### src/rtl/hb_pulse_pkg.sv
`timescale 1ns/1ps
package hb_pulse_pkg;
    typedef enum logic [1:0] {
        ST_IDLE  = 2'd0,
        ST_DRIVE = 2'd1,
        ST_BLANK = 2'd2
    } hb_state_e;
endpackage

### src/rtl/hb_word_clamp.sv
`timescale 1ns/1ps
// Derives the drive and blanking lengths from the raw words.
module hb_word_clamp #(
    parameter int W = 16
) (
    input  logic [W-1:0] period_word,
    input  logic [W-1:0] dead_word,
    output logic [W-1:0] drive_len,
    output logic [W-1:0] blank_len
);
    localparam logic [W-1:0] MIN_PERIOD = W'(2);

    logic [W-1:0] per_eff;

    always_comb begin
        per_eff   = (period_word < MIN_PERIOD) ? MIN_PERIOD : period_word;
        blank_len = (dead_word >= per_eff) ? (per_eff - W'(1)) : dead_word;
        drive_len = per_eff - blank_len;
    end
endmodule

### src/rtl/hb_phase_fsm.sv
`timescale 1ns/1ps
module hb_phase_fsm
    import hb_pulse_pkg::*;
#(
    parameter int W = 16
) (
    input  logic         clk,
    input  logic         rst_n,
    input  logic         enable,
    input  logic         restart,
    input  logic [W-1:0] drive_len,
    input  logic [W-1:0] blank_len,
    output hb_state_e    state_q,
    output logic         side_q,
    output logic [W-1:0] cnt_q
);
    hb_state_e    state_d;
    logic         side_d;
    logic [W-1:0] cnt_d;
    logic [W-1:0] drive_q, drive_d;
    logic [W-1:0] blank_q, blank_d;
    logic         launch;

    // Next-state logic
    always_comb begin
        state_d = state_q;
        side_d  = side_q;
        cnt_d   = cnt_q + W'(1);
        drive_d = drive_q;
        blank_d = blank_q;
        launch  = 1'b0;
        if (!enable) begin
            state_d = ST_IDLE;
            side_d  = 1'b0;
            cnt_d   = '0;
        end else if (restart) begin
            launch = 1'b1;
            side_d = 1'b0;
        end else begin
            unique case (state_q)
                ST_IDLE: begin
                    launch = 1'b1;
                end
                ST_DRIVE: begin
                    if (cnt_q == drive_q - W'(1)) begin
                        if (blank_q == '0) begin
                            launch = 1'b1;
                            side_d = ~side_q;
                        end else begin
                            state_d = ST_BLANK;
                            cnt_d   = '0;
                        end
                    end
                end
                ST_BLANK: begin
                    if (cnt_q == blank_q - W'(1)) begin
                        launch = 1'b1;
                        side_d = ~side_q;
                    end
                end
                default: state_d = ST_IDLE;
            endcase
        end
        if (launch) begin
            state_d = ST_DRIVE;
            cnt_d   = '0;
            drive_d = drive_len;
            blank_d = blank_len;
        end
    end

    // State register
    always_ff @(posedge clk or negedge rst_n) begin
        if (!rst_n) begin
            state_q <= ST_IDLE;
            side_q  <= 1'b0;
            cnt_q   <= '0;
            drive_q <= W'(1);
            blank_q <= '0;
        end else begin
            state_q <= state_d;
            side_q  <= side_d;
            cnt_q   <= cnt_d;
            drive_q <= drive_d;
            blank_q <= blank_d;
        end
    end

    a_r7_stop_to_idle: assert property (@(posedge clk) disable iff (!rst_n)
        !enable |=> state_q == ST_IDLE);
    a_r6_drive_nonzero: assert property (@(posedge clk) disable iff (!rst_n)
        state_q != ST_IDLE |-> drive_q != '0);
    a_r3_drive_bound: assert property (@(posedge clk) disable iff (!rst_n)
        state_q == ST_DRIVE |-> cnt_q < drive_q);
    a_r3_blank_bound: assert property (@(posedge clk) disable iff (!rst_n)
        state_q == ST_BLANK |-> cnt_q < blank_q);
    a_r5_hold_words: assert property (@(posedge clk) disable iff (!rst_n)
        (state_q == ST_DRIVE && cnt_d != '0 && state_d == ST_DRIVE) |=> $stable(drive_q) && $stable(blank_q));
endmodule

### src/rtl/hb_pulse_gen.sv
`timescale 1ns/1ps
module hb_pulse_gen
    import hb_pulse_pkg::*;
#(
    parameter int W = 16
) (
    input  logic         clk,
    input  logic         rst_n,
    input  logic         enable,
    input  logic         restart,
    input  logic [W-1:0] period_word,
    input  logic [W-1:0] dead_word,
    output logic         drive_a,
    output logic         drive_b,
    output logic         cycle_stb
);
    hb_state_e    state_q;
    logic         side_q;
    logic [W-1:0] cnt_q;
    logic [W-1:0] drive_len;
    logic [W-1:0] blank_len;

    hb_word_clamp #(.W(W)) i_clamp (
        .period_word (period_word),
        .dead_word   (dead_word),
        .drive_len   (drive_len),
        .blank_len   (blank_len)
    );

    hb_phase_fsm #(.W(W)) i_fsm (
        .clk       (clk),
        .rst_n     (rst_n),
        .enable    (enable),
        .restart   (restart),
        .drive_len (drive_len),
        .blank_len (blank_len),
        .state_q   (state_q),
        .side_q    (side_q),
        .cnt_q     (cnt_q)
    );

    // Output process: gated by enable so turn-off needs no edge
    always_comb begin
        drive_a   = enable && (state_q == ST_DRIVE) && !side_q;
        drive_b   = enable && (state_q == ST_DRIVE) &&  side_q;
        cycle_stb = enable && (state_q == ST_DRIVE) && (cnt_q == '0);
    end

    a_r4_no_overlap: assert property (@(posedge clk) disable iff (!rst_n)
        !(drive_a && drive_b));
    a_r8_restart_a_first: assert property (@(posedge clk) disable iff (!rst_n)
        (enable && restart) |=> (drive_a || !enable));
    a_r9_single_strobe: assert property (@(posedge clk) disable iff (!rst_n)
        cycle_stb |=> !cycle_stb);
    a_r2_start_on_a: assert property (@(posedge clk) disable iff (!rst_n)
        (!enable ##1 enable) |=> (drive_a || !enable));
endmodule

### config.mk
export PLATFORM = sky130hd
export DESIGN_NAME = hb_pulse_gen
export DESIGN_NICKNAME = d
export VERILOG_FILES = /design/src/rtl/hb_pulse_pkg.sv /design/src/rtl/hb_word_clamp.sv /design/src/rtl/hb_phase_fsm.sv /design/src/rtl/hb_pulse_gen.sv
export SDC_FILE = /design/constraint.sdc
export NUM_CORES = 1
export LEC_CHECK = 0
export ABC_AREA = 1
export BUFFER_PORTS_ARGS = -buffer_cell sky130_fd_sc_hd__buf_2
export CAP_MARGIN = 10
export CORE_UTILIZATION = 55
export CTS_BUF_LIST = sky130_fd_sc_hd__clkbuf_8
export DETAILED_ROUTE_END_ITERATION = 12
export GPL_TIMING_DRIVEN = 0
export PLACE_DENSITY = 0.74
export RECOVER_POWER = 100
export SLEW_MARGIN = 20
export SYNTH_ARGS = -nofsm -noshare
export SYNTH_HDL_FRONTEND = slang
export SYNTH_SLANG_ARGS = --single-unit
export TNS_END_PERCENT = 5
### constraint.sdc
create_clock -name clk -period 3 [get_ports clk]
set_input_delay 0.3 -clock clk [delete_from_list [all_inputs] [get_ports clk]]
set_output_delay 0.3 -clock clk [all_outputs]
set_load 0.1 [all_outputs]
; Word-level counts from Yosys, hierarchy flattened
; Cells that the tools add are included.
[classes]
n_reduce_logical = 11
order_cmp = 2
bitwise = 1
mux = 26
n_addsub = 5
eq_ne = 12
[op_table]
columns = cell, n
row1 = 16-bit 2-to-1 mux, 8
row2 = 16-bit by 1-bit subtractor with 16-bit output (second input constant), 3
row3 = 16-bit equality test, 2
row4 = 16-bit logical NOT, 2
row5 = 16-bit by 1-bit adder with 16-bit output (second input constant), 1
row6 = 16-bit >= comparator, 1
row7 = 16-bit by 2-bit less-than comparator with 1-bit output (second input constant), 1
row8 = 4-bit by 3-bit inequality test with 1-bit output (second input constant), 4
row9 = 16-bit subtractor, 1
row10 = 1-bit 2-to-1 mux, 10
row11 = 2-bit 2-to-1 mux, 5
row12 = 4-bit AND reduction, 2
row13 = 3-bit by 2-bit inequality test with 1-bit output (second input constant), 2
row14 = 1-bit logical AND, 4
row15 = 4-bit by 1-bit inequality test with 1-bit output (second input constant), 1
row16 = 4-bit by 2-bit inequality test with 1-bit output (second input constant), 1
row17 = 2-bit case mux with 2 select lines, 1
row18 = 1-bit case mux with 3 select lines, 1
row19 = 2-bit by 1-bit equality test with 1-bit output (second input constant), 1
row20 = 2-bit equality test (second input constant), 1
row21 = 2-bit logical NOT, 1
row22 = 1-bit case mux with 2 select lines, 1
row23 = 2-bit OR reduction, 1
row24 = 1-bit logical NOT, 1
row25 = 1-bit inverter, 1
[totals]
input_bits = 36
elab_cells = 62
regBits = 51
out_inout_bits = 3

; Depth between registers and ports, before layout
; Gate-level depths: netlist (run 1).
[depth]
ltp_word = 8
mapped_depth = 33
ltp_nobuf = 30

; Cells and area by module
; From an unflattened synthesis (run 1), not the netlist that was laid out.
[hier_totals]
hier_cells = 944
area_unflattened_um2 = 5764.3
[by_module_without_submodules]
columns = module, seq_area_each_um2, instances, cells_per_inst, area_per_inst_um2
row1 = hb_phase_fsm, 1277.5, 1, 552, 3664.8
row2 = hb_word_clamp, 0.0, 1, 372, 2016.9
row3 = hb_pulse_gen, 0.0, 1, 20, 82.6

; Worst setup path after synthesis (run 1)
; No wires, ideal clock.
[synth_timing]
path_kind = input port to flip-flop
startpoint = input port period_word[11]
endpoint = register i_fsm.drive_q[10]
slack_ns = -0.686
cell_stages = 31
arrival_ns = 3.570
required_time_ns = 2.883
cell_sequence = buf_2 nor2_1 nand2_1 nor2_1 nand2_4 inv_1 nor2_1 ha_1 nand2_1 nand2_1 nand2_1 nand2_1 nand2_1 nand2_1 nand2_1 nand3_2 buf_2 clkbuf_1 o21ai_0 ha_1 fa_1 nor2_1 o21ai_0 nand2_1 nand3_1 nand2_1 nand3_1 nand2_1 nand2_1 nand3_2 nand2_1
[synth_via]
elab_chain_cells = 5
word_cells_on_any_way = 6
cone_classes = add/sub (2) / order compare (2) / mux (2)
[synth_lines]
columns = item, line_no
row1 = from (decl), hb_pulse_gen.sv:11  ; input logic [W-1:0] period_word,
row2 = 16-bit by 2-bit less-than comparator with 1-bit output, hb_word_clamp.sv:16  ; per_eff = (period_word < MIN_PERIOD) ? MIN_PERIOD : period_word;
row3 = 16-bit 2-to-1 mux *, hb_word_clamp.sv:16
row4 = 16-bit by 1-bit subtractor with 16-bit output or 16-bit >= comparator (tied branches), hb_word_clamp.sv:17  ; blank_len = (dead_word >= per_eff) ? (per_eff - W'(1)) : dead_word;
row5 = 16-bit 2-to-1 mux *, hb_word_clamp.sv:17
row6 = net blank_len[0], hb_pulse_gen.sv:21  ; logic [W-1:0] blank_len;
row7 = 16-bit subtractor *, hb_word_clamp.sv:18  ; drive_len = per_eff - blank_len;
row8 = to (signal assigned), hb_phase_fsm.sv:84  ; drive_q <= drive_d;
row9 = to (decl), hb_phase_fsm.sv:20  ; logic [W-1:0] drive_q, drive_d;
; The timed path passes the listed nets; every way through them passes the cells marked *.
; A chain may end at the register's enable or synchronous reset.

; Final worst setup path (run 1)
[layout_timing]
startpoint = input port period_word[11]
endpoint = register i_fsm.drive_q[6]
; Same word-level chain as after synthesis.

==> out/results.ini, run 1 <==
[cts]
cts_root_buf=clkbuf_8
numClockSinks=51
htree_levels=2
clk_pin_slew_worst_paths_ns=0.10
cts_buffer_depth=2
cts_buffers=5
hold_buffers=0
cts_tree=yes
insertion_delay_ns=0.32

[placement]
dp_hpwl_mm=11.7
place.gp.congestion=0.917
port_buffers=37
placed_area_mm2=0.00608

[yosys]
synth.area.top_cells=dfrtp_1, nand2_1, xor2_1
yosysWarnings=0
synth_cell_type_count=44
ys_seq_area_share_pct=22.5
yosys.area.top_type_share_pct=22.1
syn_avg_cell_area_um2=6.48
syn_area_mm2=0.00567
synth_seq_cells=51
synth_top_cell_by_area=dfrtp_1
synthCells=875
syn_nets=945

[floorplanning]
rows=36
die_area_mm2=0.0107
initial_core_util_pct=57.5
core_mm2=0.00986
dieHeight_um=104
die_x_um=104
ios=39

[timing]
rsz0062_at_grt=yes
hold_slack_ns=0.231
setup_tns_ns=-1.96
setup_slack_ns=-0.234
setup_violations=11
slew_headroom_pct=17.2
fin_crit_sh_pct=108
hold_violations=0
finalMaxSlewViolations=0
clock_skew_ns=0.00709
tightestPinTransition_ns=1.24
fmax_ghz=0.309
fin_crit_ns=3.23

[worst_setup_path]
crit_type=in -> reg
crit_arrival_ns=3.45
worstReg2RegStart=i_fsm.blank_q[0]
setup.worst_path.start_class=primary input
crit_required_ns=3.21
cp-end-kind=flip-flop
slowest_delay_ns=0.35
reg2reg_setup_slack_ns=0.04
cp_common_cell=nand2_1
critPathMaxFanout=7
cp_slowest_cell=fa_2
r2r_cells=15
timing.rr.end=i_fsm.drive_q[13]

[grt]
grt_max_degree=52
grt.overflow.total=0
grt_pass1_vias=5751
antenna_found_initial=0
grtUsageTotal_pct=28.6
grt_pass1_wl_mm=25.4

[status]
status=finished with violations
violations=negative setup slack

[drt]
wl_per_cell_um=13.6
drtIter0Drc=342
avgViaCountPerCell=5.26
drt-total-wl_mm=14.8
drt_first_pass_iters=7
ant_nets=0
vias=5742
drc=0

[pwr]
total_power_w=0.00287
cellLeakagePower_nw=3.42
power.density_mw_per_mm2=421
irDropWorstVdd_mv=0.175

[cells_and_area]
final_nets=1027
drive_above_1_share_pct=21.8
fillers=863
fin_area_mm2=0.00681
num_antenna_cells=0
area_delta_synth_final_pct=20.1

[hold_path]
hp-class=in -> async

[run]
drv_cap=0

## cell families (layout without fill, tap and decap cells)
group                      Yosys count  in the layout  share of synthesized area, %
adders and majority gates           34             34                          7.63
DFF                                 51             51                          22.5
buffers and inverters              145            228                          10.5
xor gates and xnor gates            68             68                          10.5
AOI/OAI and AO/OA                   63             63                          6.49
and+or+nand+nor                    514            514                          42.4
## per-stage QoR
stage                     std cells  utilization (%)  setup WS (ns)
final                          1091             69.0         -0.234
after global routing           1091             69.0         -0.482
after CTS                      1086             68.0         -0.183
after detailed placement       1045             61.6          -1.19
after global placement         1045             61.6          -1.09
after floorplan                 875                -         -0.400
## sequential cells by signal (all words and copies together) (netlist names)
register	cells
i_fsm.blank_q	16
i_fsm.cnt_q	16
i_fsm.drive_q	16
i_fsm.side_q	1
i_fsm.state_q	2
## placed cells by master, fill, tap and decap left out, types with 25 or more instances in the layout
master,synthesis,routed
nand3_1,61,55
buf_2,6,25
buf_4,3,40
ha_1,33,29
nor2_1,106,98
xor2_1,55,55
inv_1,114,114
dfrtp_1,50,50
nand4_1,29,29
nand2_1,237,220
## routing by layer
| metal | global-route usage [%] | wire, um | share of wire (%) |
|---|---|---|---|
| met2 | 52.8 | 7560 | 51 |
| met3 | 2.20 | 374 | 2.5 |
| met4 | 13.1 | 472 | 3.2 |
| met5 | 0 | 0 | 0 |
| met1 | 33.5 | 6420 | 43 |
## power breakdown
group          switching (W)  internal (W)
registers           0.000152      0.000798
clock network       0.000240      0.000165
logic               0.000913      0.000598
## cells in the mapped netlist
library cell	count
nand2_1	237
inv_1	114
nor2_1	106
nand3_1	61
xor2_1	55
dfrtp_1	50
ha_1	33
nand4_1	29
o21ai_1	21
nand3_2	19
o21ai_0	19
nor3_1	14
xnor2_1	13
a21oi_1	9
clkbuf_1	9
nor2_2	9
inv_2	8
nand2_2	7
buf_2	6
or2_2	6
nor3_2	5
buf_6	4
nand2_4	4
nand3b_1	4
nor2_4	4
nor4_1	4
o21ai_2	4
buf_4	3
o211ai_1	2
o21bai_1	2
a21boi_0	1
a21o_1	1
a21oi_2	1
a21oi_4	1
a221oi_1	1
and2_1	1
and3_1	1
clkinv_1	1
dfstp_2	1
fa_1	1
nand4_2	1
o2111ai_1	1
or2_0	1
or2_1	1
## layout make-up
cell class              instances  area (um^2)  share of cell area, %
multi-input cells             679         4080                   60.0
flip-flops and latches         51         1280                   18.8
repair buffers                 75          557                   8.18
inverters                     123          462                   6.78
plain buffers                  22          174                   2.55
well taps                     133          166                   2.44
clock buffers                   5         68.8                   1.01
clock inverters                 3         20.0                  0.294
## worst max path at each step
| stage | start | to | slack, ns | depth (start not counted) |
|---|---|---|---|---|
| after floorplan | period_word[11] | i_fsm.drive_q[10] | -0.40 | 32 |
| after global placement | period_word[9] | i_fsm.drive_q[10] | -1.09 | 27 |
| after detailed placement | period_word[9] | i_fsm.drive_q[15] | -1.19 | 26 |
| after CTS | period_word[14] | i_fsm.drive_q[12] | -0.18 | 32 |
| after global routing | period_word[11] | i_fsm.drive_q[10] | -0.48 | 32 |
| final | period_word[11] | i_fsm.drive_q[6] | -0.23 | 30 |
## repair_timing
item                                    CTS  global route
hold endpoints to repair                  0             0
cloned                                    1             0
setup buffers                            32             5
gates resized for setup                  72            23
pin swaps                                33            18
endpoints found under the setup margin   15            24
## worst max-delay path, delay by kind of cell
family	cells	cell delay, ns
fa+ha+maj	3	0.74
buf+inv	5	0.58
xor+xnor	1	0.14
compound gates	3	0.21
simple gates	18	1.50
No activity file was read; power rests on OpenSTA's default activity.
==> run 2: changes to the inputs <==
- CORE_MARGIN: not set -> 10
==> run 2 against run 1 <==
  * Largest cell class unchanged
  * Routed wire length grew 0.36%
  * Combinational power is essentially flat
  * The flow still finishes with violations (negative setup slack)
  * Sequential power grew 0.7%
  * Sequential share of layout area shrank 0.19 points
  * Clock power grew 18%
  * Power grew 3.9%
  * Largest power group unchanged
  * Final area grew 1.0%
  * Via count shrank 1.5%
  * Flip-flop and latch count is the same
  * Utilization shrank 1.5 points
  * Highest routed layer unchanged
  * Clock-buffer cell count is the same
  * Die area grew 38%
==> out/results.ini, run 2 (synthesized netlist as in run 1, its figures left out) <==
[status]
status=finished with violations
violations=negative setup slack

[cts]
cts_buffer_depth=2
numClockSinks=51
clk_pin_slew_worst_paths_ns=0.09
cts_root_buf=clkbuf_8
cts_tree=yes
htree_levels=2
insertion_delay_ns=0.31
hold_buffers=0
cts_buffers=5

[placement]
post-place-ws_ns=-1.06
dp_hpwl_mm=11.3
placed_area_mm2=0.00608
port_buffers=37
place.gp.congestion=0.913

[drt]
ant_nets=0
drt-total-wl_mm=14.9
drtIter0Drc=343
avgViaCountPerCell=5.19
wl_per_cell_um=13.7
vias=5658
drc=0
drt_first_pass_iters=4

[worst_setup_path]
setup.worst_path.start_class=primary input
cp_common_cell=nand2_1
worstSetupPathDepth=32
timing.rr.end=i_fsm.cnt_q[14]
crit_family=simple AND/OR/NAND/NOR gates
reg2reg_setup_slack_ns=0.06
critPathMaxFanout=5
path_buf_inv=6
cp_slowest_cell=ha_4
worstReg2RegStart=i_fsm.drive_q[0]
r2r_cells=15
crit_end=i_fsm.drive_q[9]
crit_type=in -> reg
slowest_delay_ns=0.28
cp-end-kind=flip-flop
crit_required_ns=3.21
crit_start=period_word[9]
crit_arrival_ns=3.44

[cells_and_area]
fin_area_mm2=0.00688
final_common_cell=nand2_1
final_nets=1023
drive_above_1_share_pct=22.5
reg.largest.list=i_fsm.blank_q (16), i_fsm.cnt_q (16), i_fsm.drive_q (16)
num_antenna_cells=0
fillers=942
area_delta_synth_final_pct=21.3
fin_util_pct=67.6
layout_common_cells=nand2_1, inv_1, nor2_1

[floorplanning]
die_x_um=122
die_area_mm2=0.0148
core_mm2=0.0102
dieHeight_um=122
rows=37
ios=39
initial_core_util_pct=55.7

[timing]
tightestPinTransition_ns=1.25
fmax_ghz=0.310
setup_violations=14
clock_skew_ns=0.00751
slew_headroom_pct=16.6
rsz0062_at_grt=yes
finalMaxSlewViolations=0
fin_crit_sh_pct=108
fin_crit_ns=3.23
setup_slack_ns=-0.227
setup_tns_ns=-1.88
hold_violations=0

[pwr]
power.density_mw_per_mm2=433
cellLeakagePower_nw=3.43
irDropWorstVdd_mv=0.248

[grt]
grt.overflow.total=0
grt_pass1_wl_mm=24.9
antenna_found_initial=0
grt_pass1_vias=5456
grtUsageTotal_pct=20.0
grt_max_degree=52

[run]
drv_cap=0

[hold_path]
hp-class=in -> async

[run 2: changes by cell type in the layout (fill, tap and decap cells not counted), moves of 2 or more]
cell     delta
o21ai_1     +2
o21ai_2     -2
nor2_2      +6
inv_2       +2
xor2_2      +2
buf_6       +7
buf_4      -12
inv_1       -3
nor2_1      -6
xor2_1      -2
buf_8       +3
[run 2: metal layers]
layer	up-vias	track usage, %	routed length, um
met4	0	6.56	392
met5	-	0	0
met1	2591	24.5	6680
met2	102	35.6	7370
met3	29	2.22	440
li1	2936	-	-
[run 2: what timing repair did]
item	in CTS	in global routing
setup endpoints to repair	15	27
cloned	1	0
resized for setup	80	39
buffers inserted	25	8
pin swaps	36	30
[run 2: where the power goes]
| part | internal, W | switching (W) | total [W] |
|---|---|---|---|
| sequential | 0.000798 | 0.000159 | 0.000957 |
| clock | 0.000246 | 0.000234 | 0.000479 |
| combinational | 0.000626 | 0.000914 | 0.00154 |
| total | 0.00167 | 0.00131 | 0.00298 |
[run 2: how the worst min path moves through the flow]
stage,end,start,slack [ns],depth (start not counted)
global route,i_fsm.blank_q[14],dead_word[14],0.34,3
finish,i_fsm.cnt_q[2],rst_n,0.24,1
floorplan,i_fsm.blank_q[0],rst_n,0.004,0
global placement,i_fsm.drive_q[0],i_fsm.drive_q[0],0.48,2
CTS,i_fsm.cnt_q[2],rst_n,0.23,1
detailed placement,i_fsm.drive_q[0],i_fsm.drive_q[0],0.49,2
[run 2: cell type report]
cell class	instances	area [um^2]	share of cell area, %
plain buffers	22	169	2.45
clock buffers	5	68.8	1.00
clock inverters	3	41.3	0.600
inverters	123	464	6.75
multi-input cells	679	4120	59.9
flip-flops and latches	51	1280	18.6
well taps	136	170	2.47
repair buffers	71	571	8.29
[run 2: per-stage QoR]
step	hold WS (ns)	total power [W]	std cells
3_3_place_gp	0.484	0.00225	1048
6_report	0.245	0.00298	1090
3_5_place_dp	0.487	0.00228	1048
4_1_cts	0.234	0.00289	1082
2_1_floorplan	0.00441	0.00198	875
5_1_grt	0.343	0.00323	1090
==> run 3: changes to the inputs <==
- ABC_AREA: 1 -> not set
==> run 3 against run 2 <==
  * The flow still finishes with violations (negative setup slack)
  * Critical path type unchanged
  * Clock skew is 0.00067 ns lower
  * Global-route usage is 3.9 points higher
  * Power grew 9.2%
  * Combinational power up 16%
  * Sequential power up 2%
  * Clock-buffer cell count stayed put
  * Final cell count down 12%
  * Non-clock buffer count increased by 29
==> out/results.ini, run 3 <==
[cts]
cts_root_buf=clkbuf_8
hold_buffers=0
cts_buffer_depth=2
cts_buffers=5
insertion_delay_ns=0.32
clk_pin_slew_worst_paths_ns=0.10
numClockSinks=51
cts_tree=yes
htree_levels=2

[yosys]
yosys.area.top_type_share_pct=22.1
synth.area.top_cells=dfrtp_1, xnor2_1, ha_1
synth-edff-count=0
syn_avg_cell_area_um2=7.61
yosysWarnings=0
syn_nets=813
synthCells=743
synth_seq_cells=51
synth_top_cell_by_area=dfrtp_1
synth_common_cells=nor2_1, nand2_1, o21ai_0
syn_area_mm2=0.00565
ys_seq_area_share_pct=22.6
synthFlopType=dfrtp_1
synthArstFlopShare_pct=100
synth_cell_type_count=76
synthMostInstantiatedCell=nor2_1

[worst_setup_path]
crit_start=period_word[12]
cp_slowest_cell=or4_1
critPathMaxFanout=6
worstSetupPathDepth=25
slowest_delay_ns=0.53
crit_type=in -> reg
crit_required_ns=3.27
crit_family=simple AND/OR/NAND/NOR gates
cp-end-kind=flip-flop
worstReg2RegStart=i_fsm.blank_q[0]
timing.rr.end=i_fsm.drive_q[15]
r2r_cells=12
setup.worst_path.start_class=primary input
path_buf_inv=4
reg2reg_setup_slack_ns=-0.61
crit_arrival_ns=5.11
crit_end=i_fsm.drive_q[15]

[drt]
vias=5903
wl_per_cell_um=18.5
drt-total-wl_mm=17.7
drtIter0Drc=473
drc=0
avgViaCountPerCell=6.18
drt_first_pass_iters=5
ant_nets=0

[timing]
fin_crit_ns=4.84
slew_headroom_pct=16.6
hold_violations=0
rsz0062_at_grt=yes
setup_tns_ns=-35.01
setup_slack_ns=-1.84
fmax_ghz=0.206
hold_slack_ns=0.168
setup_violations=49
tightestPinTransition_ns=1.25
finalMaxSlewViolations=0
clock_skew_ns=0.00684
fin_crit_sh_pct=161

[placement]
place.gp.congestion=0.931
dp_hpwl_mm=13.2
port_buffers=33
placed_cells=910

[cells_and_area]
reg.largest.list=i_fsm.blank_q (16), i_fsm.cnt_q (16), i_fsm.drive_q (16)
num_antenna_cells=0
drive_above_1_share_pct=20.4
area_delta_synth_final_pct=21.3
fillers=842
layout_common_cells=nor2_1, nand2_1, o21ai_0
stdcell_count=955
final_common_cell=nor2_1
final_nets=891

[floorplanning]
initial_core_util_pct=57.0
die_area_mm2=0.0147
ios=39
dieHeight_um=121
core_mm2=0.00991
die_x_um=121
rows=36

[run]
drv_cap=0

[hold_path]
hold_start=restart
hp-class=in -> reg

[pwr]
cellLeakagePower_nw=2.77
irDropWorstVdd_mv=0.181
power.density_mw_per_mm2=474

[grt]
grtUsageTotal_pct=23.9
grt_max_degree=52
grt.overflow.total=0
antenna_found_initial=0
grt_pass1_vias=5978
grt_pass1_wl_mm=29.1

[status]
status=finished with violations
violations=negative setup slack

[run 3: cell types whose count changed in the layout (fill, tap and decap cells not counted), sizes merged, moves of 14 or more]
| cell | before | now |
|---|---|---|
| nand4 | 30 | 14 |
| xor2 | 55 | 27 |
| inv | 123 | 40 |
| nand2b | 0 | 14 |
| xnor2 | 13 | 50 |
| nand2 | 248 | 66 |
| nor4 | 4 | 22 |
| nor2 | 119 | 69 |
| o21ai | 44 | 62 |
| clkbuf | 19 | 44 |
| a21oi | 11 | 33 |
| nand3 | 80 | 23 |
[run 3: layer usage]
metal / share of wire (%) / GRT usage, % / routed length [um]
met1: 41 / 27.4 / 7230
met2: 50 / 43.6 / 8920
met4: 3.4 / 10.3 / 609
met3: 5.3 / 2.70 / 936
met5: 0 / 0 / 0
[run 3: what timing repair did]
item | in CTS | in global routing
setup buffers | 32 | 9
endpoints found under the hold margin | 0 | 0
pin swaps | 26 | 32
setup endpoints to repair | 51 | 51
resized for setup | 47 | 46
[run 3: per-stage QoR]
step | utilization, % | cell area (um^2) | total power, W | setup WS [ns]
floorplan | - | 5760 | 0.00208 | -1.73
global placement | 61.5 | 6090 | 0.00240 | -2.73
detailed placement | 61.6 | 6110 | 0.00247 | -2.81
CTS | 67.1 | 6650 | 0.00313 | -1.80
global route | 69.2 | 6860 | 0.00347 | -2.05
finish | 69.2 | 6860 | 0.00325 | -1.84
[run 3: power by group]
group	leakage (nW)	internal [W]	switching, W
registers	0.649	0.000810	0.000161
clock network	0.0556	0.000246	0.000244
logic	2.06	0.000767	0.00102
total	2.77	0.00182	0.00142
[run 3: how the worst min path moves through the flow]
stage	to	slack, ns	cells past startpoint
floorplan	i_fsm.blank_q[0]	0.004	0
global placement	i_fsm.side_q	0.50	2
detailed placement	i_fsm.side_q	0.51	2
CTS	i_fsm.side_q	0.16	2
global route	i_fsm.side_q	0.17	2
finish	i_fsm.side_q	0.17	2
[run 3: worst register-to-register path: cells and delay by family, from the launching register on]
kind,cells,cell delay [ns]
XOR/XNOR,1,0.12
buffers and inverters,2,0.24
flip-flops,1,0.44
adder cells (fa/ha/maj),1,0.31
AO/OA/AOI/OAI,4,0.93
AND/OR/NAND/NOR,4,1.53
[run 3: area by class of cell]
type | count | area, um^2 | share of cell area [%]
sequential | 51 | 1280 | 18.7
buffer | 50 | 329 | 4.80
clock buffer | 5 | 68.8 | 1.00
timing repair buffer | 72 | 493 | 7.19
tap | 133 | 166 | 2.43
inverter | 39 | 146 | 2.14
clock inverter | 3 | 41.3 | 0.602
multi-input combinational | 602 | 4330 | 63.2
[run 3: kinds of logic after synthesis]
family          count (synthesis)  synth area share (%)
simple gates                  290                  26.9
compound gates                183                  21.0
buf+inv                        90                  6.62
xor+xnor                       77                  11.9
flops                          51                  22.6
fa+ha+maj                      38                  8.37
mux                            14                  2.59
